`config.mk`:
```
export PLATFORM = sky130hd
export DESIGN_NAME = sync_serial_port
export DESIGN_NICKNAME = d
export VERILOG_FILES = /design/src/rtl/sport_pkg.sv /design/src/rtl/sport_fifo.sv /design/src/rtl/sport_clkdiv.sv /design/src/rtl/sport_shifter.sv /design/src/rtl/sync_serial_port.sv
export SDC_FILE = /design/constraint.sdc
export NUM_CORES = 1
export LEC_CHECK = 0
export BUFFER_PORTS_ARGS = -buffer_cell sky130_fd_sc_hd__buf_2
export CORE_UTILIZATION = 62
export DETAILED_ROUTE_END_ITERATION = 8
export GPL_TIMING_DRIVEN = 0
export PLACE_DENSITY = 0.8
export SYNTH_ARGS = -nofsm -noshare
export SYNTH_HDL_FRONTEND = slang
export SYNTH_SLANG_ARGS = --single-unit
```
`constraint.sdc`:
```
create_clock -name clk -period 3.45 [get_ports clk]
set_clock_uncertainty 0.15 [all_clocks]
set_input_delay 0.5175 -clock clk [delete_from_list [all_inputs] [get_ports clk]]
set_output_delay 0.5175 -clock clk [all_outputs]
set_load 0.01 [all_outputs]
```
`src/rtl/sport_pkg.sv`:
```
package sport_pkg;
  localparam int ST_OVR    = 0;
  localparam int ST_UDF    = 1;
  localparam int ST_RXNE   = 2;
  localparam int ST_TXFULL = 3;
  localparam int ST_W      = 4;
endpackage

```
`src/rtl/sport_fifo.sv`:
```
module sport_fifo #(
  parameter int WIDTH = 8,
  parameter int DEPTH = 16,
  localparam int AW = (DEPTH > 1) ? $clog2(DEPTH) : 1,
  localparam int CW = $clog2(DEPTH) + 1
) (
  input  logic             clk,
  input  logic             rst,
  input  logic             push,
  input  logic [WIDTH-1:0] push_data,
  input  logic             pop,
  output logic [WIDTH-1:0] head,
  output logic             full,
  output logic             empty,
  output logic [CW-1:0]    level
);
  logic [WIDTH-1:0] mem [DEPTH];
  logic [AW-1:0] wp, rp;
  logic do_push, do_pop;

  assign full    = (level == CW'(DEPTH));
  assign empty   = (level == '0);
  assign do_push = push && !full;
  assign do_pop  = pop && !empty;
  assign head    = mem[rp];

  // storage without reset so the array maps onto distributed RAM
  always_ff @(posedge clk) begin
    if (do_push) mem[wp] <= push_data;
  end

  always_ff @(posedge clk) begin
    if (rst) begin
      wp    <= '0;
      rp    <= '0;
      level <= '0;
    end else begin
      if (do_push) wp <= (wp == AW'(DEPTH-1)) ? '0 : wp + 1'b1;
      if (do_pop)  rp <= (rp == AW'(DEPTH-1)) ? '0 : rp + 1'b1;
      if (do_push && !do_pop)      level <= level + 1'b1;
      else if (do_pop && !do_push) level <= level - 1'b1;
    end
  end

  assert_level_bound_R9: assert property (@(posedge clk) disable iff (rst)
    level <= CW'(DEPTH));
  assert_full_write_dropped_R9: assert property (@(posedge clk) disable iff (rst)
    (push && full && !pop) |=> $stable(level));
  assert_empty_read_harmless_R9: assert property (@(posedge clk) disable iff (rst)
    (pop && empty && !push) |=> (level == '0));
endmodule

```
`src/rtl/sport_clkdiv.sv`:
```
module sport_clkdiv #(
  parameter int DIV_HALF = 2,
  localparam int CNTW = (DIV_HALF > 1) ? $clog2(DIV_HALF) : 1
) (
  input  logic clk,
  input  logic rst,
  input  logic en,
  output logic sclk,
  output logic rise_p,
  output logic fall_p
);
  logic [CNTW-1:0] cnt;
  logic wrap;

  assign wrap   = (cnt == CNTW'(DIV_HALF-1));
  assign rise_p = en && wrap && !sclk;
  assign fall_p = en && wrap && sclk;

  always_ff @(posedge clk) begin
    if (rst || !en) begin
      cnt  <= '0;
      sclk <= 1'b0;
    end else if (wrap) begin
      cnt  <= '0;
      sclk <= !sclk;
    end else begin
      cnt  <= cnt + 1'b1;
    end
  end

  assert_sclk_idle_low_R1: assert property (@(posedge clk) disable iff (rst)
    !en |=> !sclk);
  assert_sclk_toggle_R1: assert property (@(posedge clk) disable iff (rst)
    (rise_p || fall_p) |=> (sclk != $past(sclk)));
endmodule

```
`src/rtl/sport_shifter.sv`:
```
module sport_shifter #(
  parameter int WORD = 8,
  localparam int BW = (WORD > 1) ? $clog2(WORD) : 1
) (
  input  logic            clk,
  input  logic            rst,
  input  logic            en,
  input  logic            rise_p,
  input  logic            fall_p,
  input  logic            tx_avail,
  input  logic [WORD-1:0] tx_word,
  input  logic            sdi,
  output logic            tx_take,
  output logic            tx_starve,
  output logic            rx_done,
  output logic [WORD-1:0] rx_word,
  output logic            sdo,
  output logic            sdo_oe
);
  logic [BW-1:0]   bitn;
  logic [WORD-1:0] txsh, rxsh, rx_next;
  logic            slot_start;

  assign slot_start = rise_p && (bitn == '0);
  assign tx_take    = slot_start && tx_avail;
  assign tx_starve  = slot_start && !tx_avail;
  assign rx_next    = {rxsh[WORD-2:0], sdi};
  assign rx_done    = fall_p && (bitn == BW'(WORD-1));
  assign rx_word    = rx_next;
  assign sdo        = txsh[WORD-1];

  always_ff @(posedge clk) begin
    if (rst) begin
      bitn   <= '0;
      txsh   <= '0;
      rxsh   <= '0;
      sdo_oe <= 1'b0;
    end else if (!en) begin
      bitn   <= '0;
      sdo_oe <= 1'b0;
    end else begin
      if (rise_p) begin
        if (bitn == '0) begin
          sdo_oe <= tx_avail;
          if (tx_avail) txsh <= tx_word;
        end else begin
          txsh <= {txsh[WORD-2:0], 1'b0};
        end
      end
      if (fall_p) begin
        rxsh <= rx_next;
        if (bitn == BW'(WORD-1)) begin
          bitn   <= '0;
          sdo_oe <= 1'b0;
        end else begin
          bitn <= bitn + 1'b1;
        end
      end
    end
  end

  assert_oe_off_when_disabled_R3: assert property (@(posedge clk) disable iff (rst)
    !en |=> !sdo_oe);
  assert_oe_after_load_R3: assert property (@(posedge clk) disable iff (rst)
    (tx_take && en) |=> sdo_oe);
  assert_no_drive_on_starve_R4: assert property (@(posedge clk) disable iff (rst)
    tx_starve |=> !sdo_oe);
endmodule

```
`src/rtl/sync_serial_port.sv`:
```
module sync_serial_port
  import sport_pkg::*;
#(
  parameter int WORD       = 8,
  parameter int FIFO_DEPTH = 16,
  parameter int DIV_HALF   = 2,
  localparam int LW = $clog2(FIFO_DEPTH) + 1
) (
  input  logic            clk,
  input  logic            rst,
  input  logic            port_en,
  input  logic            tx_wr,
  input  logic [WORD-1:0] tx_wdata,
  input  logic            rx_rd,
  output logic [WORD-1:0] rx_rdata,
  input  logic            eof_wr,
  output logic [ST_W-1:0] status,
  output logic            rx_irq,
  output logic [LW-1:0]   tx_level,
  output logic [LW-1:0]   rx_level,
  output logic            sclk,
  output logic            sdo,
  output logic            sdo_oe,
  input  logic            sdi
);
  logic rise_p, fall_p;
  logic tx_full, tx_empty, rx_full, rx_empty;
  logic tx_take, tx_starve, rx_done;
  logic [WORD-1:0] tx_head, rx_word;
  logic ovr_q, udf_q;

  sport_clkdiv #(.DIV_HALF(DIV_HALF)) u_div (
    .clk(clk), .rst(rst), .en(port_en),
    .sclk(sclk), .rise_p(rise_p), .fall_p(fall_p)
  );

  sport_fifo #(.WIDTH(WORD), .DEPTH(FIFO_DEPTH)) u_txq (
    .clk(clk), .rst(rst), .push(tx_wr), .push_data(tx_wdata),
    .pop(tx_take), .head(tx_head), .full(tx_full), .empty(tx_empty),
    .level(tx_level)
  );

  sport_fifo #(.WIDTH(WORD), .DEPTH(FIFO_DEPTH)) u_rxq (
    .clk(clk), .rst(rst), .push(rx_done), .push_data(rx_word),
    .pop(rx_rd), .head(rx_rdata), .full(rx_full), .empty(rx_empty),
    .level(rx_level)
  );

  sport_shifter #(.WORD(WORD)) u_shift (
    .clk(clk), .rst(rst), .en(port_en), .rise_p(rise_p), .fall_p(fall_p),
    .tx_avail(!tx_empty), .tx_word(tx_head), .sdi(sdi),
    .tx_take(tx_take), .tx_starve(tx_starve), .rx_done(rx_done),
    .rx_word(rx_word), .sdo(sdo), .sdo_oe(sdo_oe)
  );

  // sticky flags: a new error event outranks its clear
  always_ff @(posedge clk) begin
    if (rst) begin
      ovr_q <= 1'b0;
      udf_q <= 1'b0;
    end else begin
      if (rx_done && rx_full) ovr_q <= 1'b1;
      else if (eof_wr)        ovr_q <= 1'b0;
      if (tx_starve)          udf_q <= 1'b1;
      else if (tx_wr)         udf_q <= 1'b0;
    end
  end

  always_comb begin
    status            = '0;
    status[ST_OVR]    = ovr_q;
    status[ST_UDF]    = udf_q;
    status[ST_RXNE]   = !rx_empty;
    status[ST_TXFULL] = tx_full;
  end
  assign rx_irq = !rx_empty;

  assert_udf_set_R4: assert property (@(posedge clk) disable iff (rst)
    tx_starve |=> status[ST_UDF]);
  assert_udf_cleared_R5: assert property (@(posedge clk) disable iff (rst)
    (tx_wr && !tx_starve) |=> !status[ST_UDF]);
  assert_ovr_sticky_R6: assert property (@(posedge clk) disable iff (rst)
    (status[ST_OVR] && !eof_wr) |=> status[ST_OVR]);
  assert_ovr_on_full_R6: assert property (@(posedge clk) disable iff (rst)
    (rx_done && rx_full && !rx_rd) |=> (status[ST_OVR] && $stable(rx_level)));
  assert_ovr_cleared_R7: assert property (@(posedge clk) disable iff (rst)
    (eof_wr && !(rx_done && rx_full)) |=> !status[ST_OVR]);
  assert_irq_matches_R8: assert property (@(posedge clk) disable iff (rst)
    rx_irq == (rx_level != '0));
endmodule

```
# == Word level (Yosys, flattened, before mapping) ==
# Memories as Yosys holds them, arrays and structs flattened. A register that Yosys moved wholly into a read port is not among the register bits.
# Cells that the tools add are included.
# classes
n_addsub,10
eq_ne,8
muxes,27
bitwise_logic,1
n_reduce_logical,38
# ops
cell,n
4-bit two-way mux,8
5-bit two-way mux,4
4-bit by 1-bit adder with 4-bit output (second input constant),4
4-bit == test (second input constant),4
1-bit logical AND,16
8-bit two-way mux,2
1-bit two-way mux,12
5-bit by 1-bit adder with 5-bit output (second input constant),2
5-bit == test (second input constant),2
1-bit logical NOT,10
5-bit logical NOT,2
5-bit by 1-bit subtractor with 5-bit output (second input constant),2
2-bit nonzero test,4
2-bit OR reduction,2
3-bit by 1-bit adder with 3-bit output (second input constant),1
3-bit == test (second input constant),1
3-bit logical NOT,1
3-bit two-way mux,1
3-bit AND reduction,1
2-bit != test (second input constant),1
2-bit AND reduction,1
1-bit adder (second input constant),1
1-bit logical OR,1
1-bit NOT,1
# totals
ff_bits,49
mem_bits_rw,256
input_bits,15
output_inout_bits,26
wordCells,100
memories,2
# memory_table
memory,words,width,rd,rd_clocked_by_memory_dff,write_ports,line_no,rtl
u_rxq.mem,16,8,1,1,1,sport_fifo.sv:17,logic [WIDTH-1:0] mem [DEPTH];
u_txq.mem,16,8,1,1,1,sport_fifo.sv:17,

# == Logic depth before layout (Yosys ltp) ==
# depth
word_depth,8
ltp_mapped,14

# == Cells and area by module ==
# A second synthesis with hierarchy kept.
# hier_totals
cells_unflattened,751
area_unflattened_um2,12647.1
# modules_own_cells
module,instances,cells_each,area_each_um2
sport_fifo,2,315,5773.0
sport_shifter,1,98,912.1
sync_serial_port,1,14,111.4
sport_clkdiv,1,9,77.6

# == Worst setup path after synthesis ==
# Ideal clock, no wire load.
# synth_timing
kind,register to register
start,register u_shift.bitn[0]
end,register u_rxq.level[4]
setup_time_ns,0.070
t_arrival_ns,2.728
required_time_ns,3.230
path_slack_ns,0.502
path_stages_with_launch,14
n_path_buf,1
path_cell_list,dfxtp_1 -> ha_1 -> ha_1 -> nand4_1 -> a21oi_1 -> buf_2 -> ha_1 -> inv_1 -> fa_1 -> a21o_1 -> a21oi_1 -> xnor2_1 -> or3_1 -> a21oi_1
# synth_via
elab_chain_cells,6
# synth_lines
item,line_no,rtl
"start, declared",sport_shifter.sv:20,logic [BW-1:0] bitn;
"start signal, assigned",sport_shifter.sv:56,bitn <= bitn + 1'b1;
3-bit == test *,sport_shifter.sv:28,assign rx_done = fall_p && (bitn == BW'(WORD-1));
1-bit logical AND *,sport_shifter.sv:28,
1-bit logical AND *,sport_fifo.sv:23,assign do_push = push && !full;
net u_rxq.do_push,sport_fifo.sv:19,"logic do_push, do_pop;"
1-bit logical NOT,sport_fifo.sv:41,else if (do_pop && !do_push) level <= level - 1'b1;
1-bit logical AND,sport_fifo.sv:41,
2-bit nonzero test (no line),n/a,
"end signal, assigned",sport_fifo.sv:40,if (do_push && !do_pop) level <= level + 1'b1;
"end signal, assigned",sport_fifo.sv:41,
"end, declared",sport_fifo.sv:15,output logic [CW-1:0] level
# Mark *: on every way through the listed nets, which the timed path passes. The rest lies on a longest branch.
# A chain may end at the register's enable or synchronous reset.

==> impl.org <==
** Yosys
- Post-synth top area share :: between 60% and 70%
- Number of enable-type register cells in the synthesized netlist :: approximately 260
- The biggest area contributor in the post-synthesis netlist is edfxtp_1.
- Synth unique cells :: 55
- Top cells by area, synth :: edfxtp_1 61%, dfxtp_1 9.1%, mux4_2 8.8%, mux4_1 3.3%, ha_1 2.1%
- Count of state elements after synthesis :: 313
- Mapped Cells :: 732
- Counting flops with an async set or reset pin after synthesis yields a share of 0%.
- Average footprint of a synthesized cell :: 17.2 sq um
- The cell area that synthesis handed to floorplanning was 0.0126 sq mm.
- Part of the Yosys area used for sequential elements :: a little over two thirds
- The most used flip-flop cell after synthesis is edfxtp_1.
- Warnings, synthesis :: 0
- Synthesis produced a netlist with a net count of just under 800.

** STA
- For the pin with the worst max-slew slack, the measured transition is 1.32 ns.
- Final period demand of the worst path :: ~3.4 ns
- On the final layout, the worst hold slack is approximately 0.10 ns.
- The final number of max-transition violations came to 0.
- Share of the clock period used by the worst path :: a little over nine tenths
- Measured against its own limit, the worst slew margin works out to a little under an eighth.
- Number of failing setup endpoints in the final timing report :: 0
- Achievable Freq :: just under 300 MHz
- The number of hold-slack violations in the final timing report came to 0.

** Setup path
- Type of origin of the critical path :: flip-flop
- Counting both buffers and inverters, the worst setup path holds a total of 2.
- Arrival time of the worst setup path :: 2.70 ns
- In this design, the stage delay of the slowest critical-path cell is 0.55 ns.
- Counting cells, the worst reg-to-reg path comes to 11.
- Worst r2r src :: u_txq.level[0]
- Crit path max fanout :: 10
- CP Data Required Time :: 2.78 ns
- Slowest cell on crit path :: clkbuf_1
- The worst setup path is captured at an output pin.
- The endpoint identified for the worst register-to-register timing path is u_txq.level[4].
- Register-to-register setup slack :: 0.23 ns
- Cells traversed along the worst timing path :: clkbuf_1 > mux4_1 > mux4_2 > buf_2
- The kind of cell with the highest combined delay along the critical path is multiplexers.
- The worst setup path is of the reg2out kind.

** Worst hold path
- The worst hold path terminates at ovr_q.
- The worst hold path was traced through 3 stages.
- Worst hold start :: eof_wr
- The min-delay analysis places its worst path in the category in2reg.

** Floorplan
- From left edge to right edge, the die measures 144 microns.
- In this run the count of I/O pins placed on the die edge is 41.
- Die Y :: 144 microns
- Row count :: 51
- The core region is 0.0197 sq mm.
- Once the floorplan was initialized, standard cells occupied between 60% and 70% of the core.
- Die area :: 0.0209 sq mm

** Clocking
- H-tree levels :: 1
- Clock slew at the register clock pins of the worst setup and hold paths :: about 0.06 ns
- Clock Sink Count :: about 310
- CTS root buffer :: clkbuf_16
- For the worst-skew pair, the clock arrives at the later sink with an insertion delay of 0.55 ns.
- TritonCTS built the clock tree.
- The number of hold buffers added after CTS was 0.
- Number of clock buffers inserted by TritonCTS :: 30
- Counting along the longest clock path gives a buffer depth of 3.

** Pwr
- Summed over all cells, the static leakage comes to 4.66 nW.
- IR Drop Worst-Case VDD :: approximately 0.52 mV
- Total power for the finished layout comes to 8.88 mW.
- In this run the power density over the cells is 627 mW/mm^2.

** Flow run
- Across the run, the number of max-cap violations was 0.

** Placed design
- Buffers added on ports :: 39
- HPWL reported at the end of detailed placement :: around 17000 microns
- Routability-driven placement finished with a final weighted congestion of 0.901.

** Drt
- Number of routed nets with antenna violations :: 0
- Vias :: roughly 7000
- Residual DRC :: 0
- Dividing the detail-routed via count by the number of cells gives 6.36.
- In this run, the number of DRC markers left after iteration 0 of detailed routing was 711.
- Routed wirelength normalized by instance count :: between 20 and 25 microns
- The routed design has 27100 microns of wire.
- DR pass1 iterations :: 6

** GRT
- Number of antenna violations at the first check in global routing :: 0
- The total overflow left after global routing is 0.
- The first global-routing pass estimated roughly 41000 microns of wire.
- Number of global-route vias before repair :: 6976
- Maximum number of pins on one net before global-route repair :: 19
- Total Routing Usage GR :: 27.3%

** Final layout
- Layout area overhead :: 12.6%
- Sequential cell area :: slightly below 0.009 sq mm
- Total number of nets in the final design :: 844
- Area of the multi-input gates :: 0.00347 sq mm
- Ratio of cells with drive above 1 in the final layout :: 20.3%
- # diodes :: 0
- Fill count :: 1221

** Outcome
- Result of the run :: complete, no violations
==> cells in the final DEF, fill, tap and decap left out, types with 3 or more instances in the layout <==
cell type / instances
buf_4: 9
xor2_1: 6
a21oi_1: 41
edfxtp_1: 256
bufinv_16: 4
nand2_1: 47
nand2b_1: 8
mux2i_1: 18
nor2b_1: 4
clkbuf_4: 3
buf_1: 3
ha_1: 21
clkinv_2: 5
dfxtp_1: 57
buf_2: 42
a221oi_1: 10
buf_6: 7
nand3_1: 14
nor2_1: 59
nor3_1: 8
mux4_2: 49
a21o_1: 5
clkinv_1: 6
mux4_1: 16
clkbuf_16: 31
o21ai_0: 7
a211o_1: 8
clkbuf_1: 22
or3_1: 3
xnor2_1: 7
inv_1: 10
==> stage by stage <==
| step | area (sq um) | TNS, ns | util [%] | setup WS, ns | cells |
|---|---|---|---|---|---|
| after floorplan | 12600 | 0 | - | 0.502 | 732 |
| after global placement | 13100 | 0 | 66.7 | 0.0908 | 1036 |
| after detailed placement | 13100 | -0.0484 | 66.7 | -0.0484 | 1037 |
| after CTS | 14100 | 0 | 71.8 | 0.0401 | 1090 |
| after global routing | 14200 | -0.0131 | 72.0 | -0.0131 | 1093 |
| final | 14200 | 0 | 72.0 | 0.0827 | 1093 |
==> layout make-up <==
class / count / area share [%]
buffer: 40 / 1.93
clock buffer: 37 / 5.64
clock inverter: 17 / 1.35
inverter: 10 / 0.265
multi-input combinational: 368 / 24.5
sequential: 313 / 62.4
tap: 265 / 2.34
timing repair buffer: 43 / 1.59
==> timing repair <==
item | CTS | global route
resized for setup | 1 | 6
buffers inserted | 0 | 2
endpoints found under the setup margin | 6 | 10
==> flip-flops by register name, indices dropped and copies added (netlist names), named ones only <==
| name | cells |
|---|---|
| ovr_q | 1 |
| u_rxq.level | 5 |
| u_shift.txsh | 8 |
| u_shift.bitn | 3 |
| udf_q | 1 |
| u_shift.rxsh | 7 |
| u_txq.wp | 4 |
| u_div.cnt | 1 |
| u_txq.rp | 4 |
| u_shift.sdo_oe | 1 |
| u_txq.level | 5 |
| u_rxq.wp | 4 |
| u_div.sclk | 1 |
| u_txq.mem | 128 |
| u_rxq.rp | 4 |
| u_rxq.mem | 128 |
==> worst max-delay path by stage <==
stage,startpoint,endpoint,depth (start not counted)
after global routing,u_shift.bitn[0],u_rxq.level[4],13
final,flip-flop,rx_rdata[7],4
after detailed placement,u_shift.bitn[0],u_txq.level[4],14
after global placement,u_shift.bitn[0],u_rxq.mem[7][3],6
after floorplan,u_shift.bitn[0],u_rxq.level[4],13
after CTS,u_shift.bitn[0],u_txq.level[4],13
==> synth_stat cells (all sizes together), types with 2 or more instances <==
cell,n
nor2b,4
clkbuf,20
mux2i,18
nor4,2
a2bb2oi,2
nand2,48
nor3,9
and3,2
and2,2
mux4,65
a311o,2
nand3,14
nand2b,9
nor2,60
a31oi,2
dfxtp,57
edfxtp,256
inv,10
a21oi,42
buf,21
nand4,2
ha,21
o21ai,8
or3,3
a211o,8
xor2,6
xnor2,7
fa,2
a21o,5
a221oi,11
==> worst min-delay path, delay by kind of cell <==
| kind | cells | cell delay, ns |
|---|---|---|
| buffers and inverters | 1 | 0.07 |
| AO/OA/AOI/OAI | 1 | 0.07 |
| AND/OR/NAND/NOR | 1 | 0.09 |
==> logic make-up after synthesis <==
kind of cell / share of synthesized area, %
AOI/OAI and AO/OA: 4.69
xor gates and xnor gates: 0.906
adders and majority gates: 2.41
buffers and inverters: 2.47
DFF: 70.2
muxes: 13.6
and+or+nand+nor: 5.67
==> routing by layer <==
layer | GRT usage, % | share of wire (%) | vias up
li1 | - | - | 3018
met5 | 0 | 0 | -
met2 | 42.6 | 48 | 358
met4 | 7.92 | 2.2 | 0
met3 | 5.60 | 8.8 | 50
met1 | 39.3 | 41 | 3529
==> where the power goes <==
part / switching, mW / internal (mW)
sequential: 0.113 / 4.18
clock: 1.35 / 1.94
combinational: 0.698 / 0.596
total: 2.16 / 6.71
Note: power is estimated with default switching activity, not from simulation.
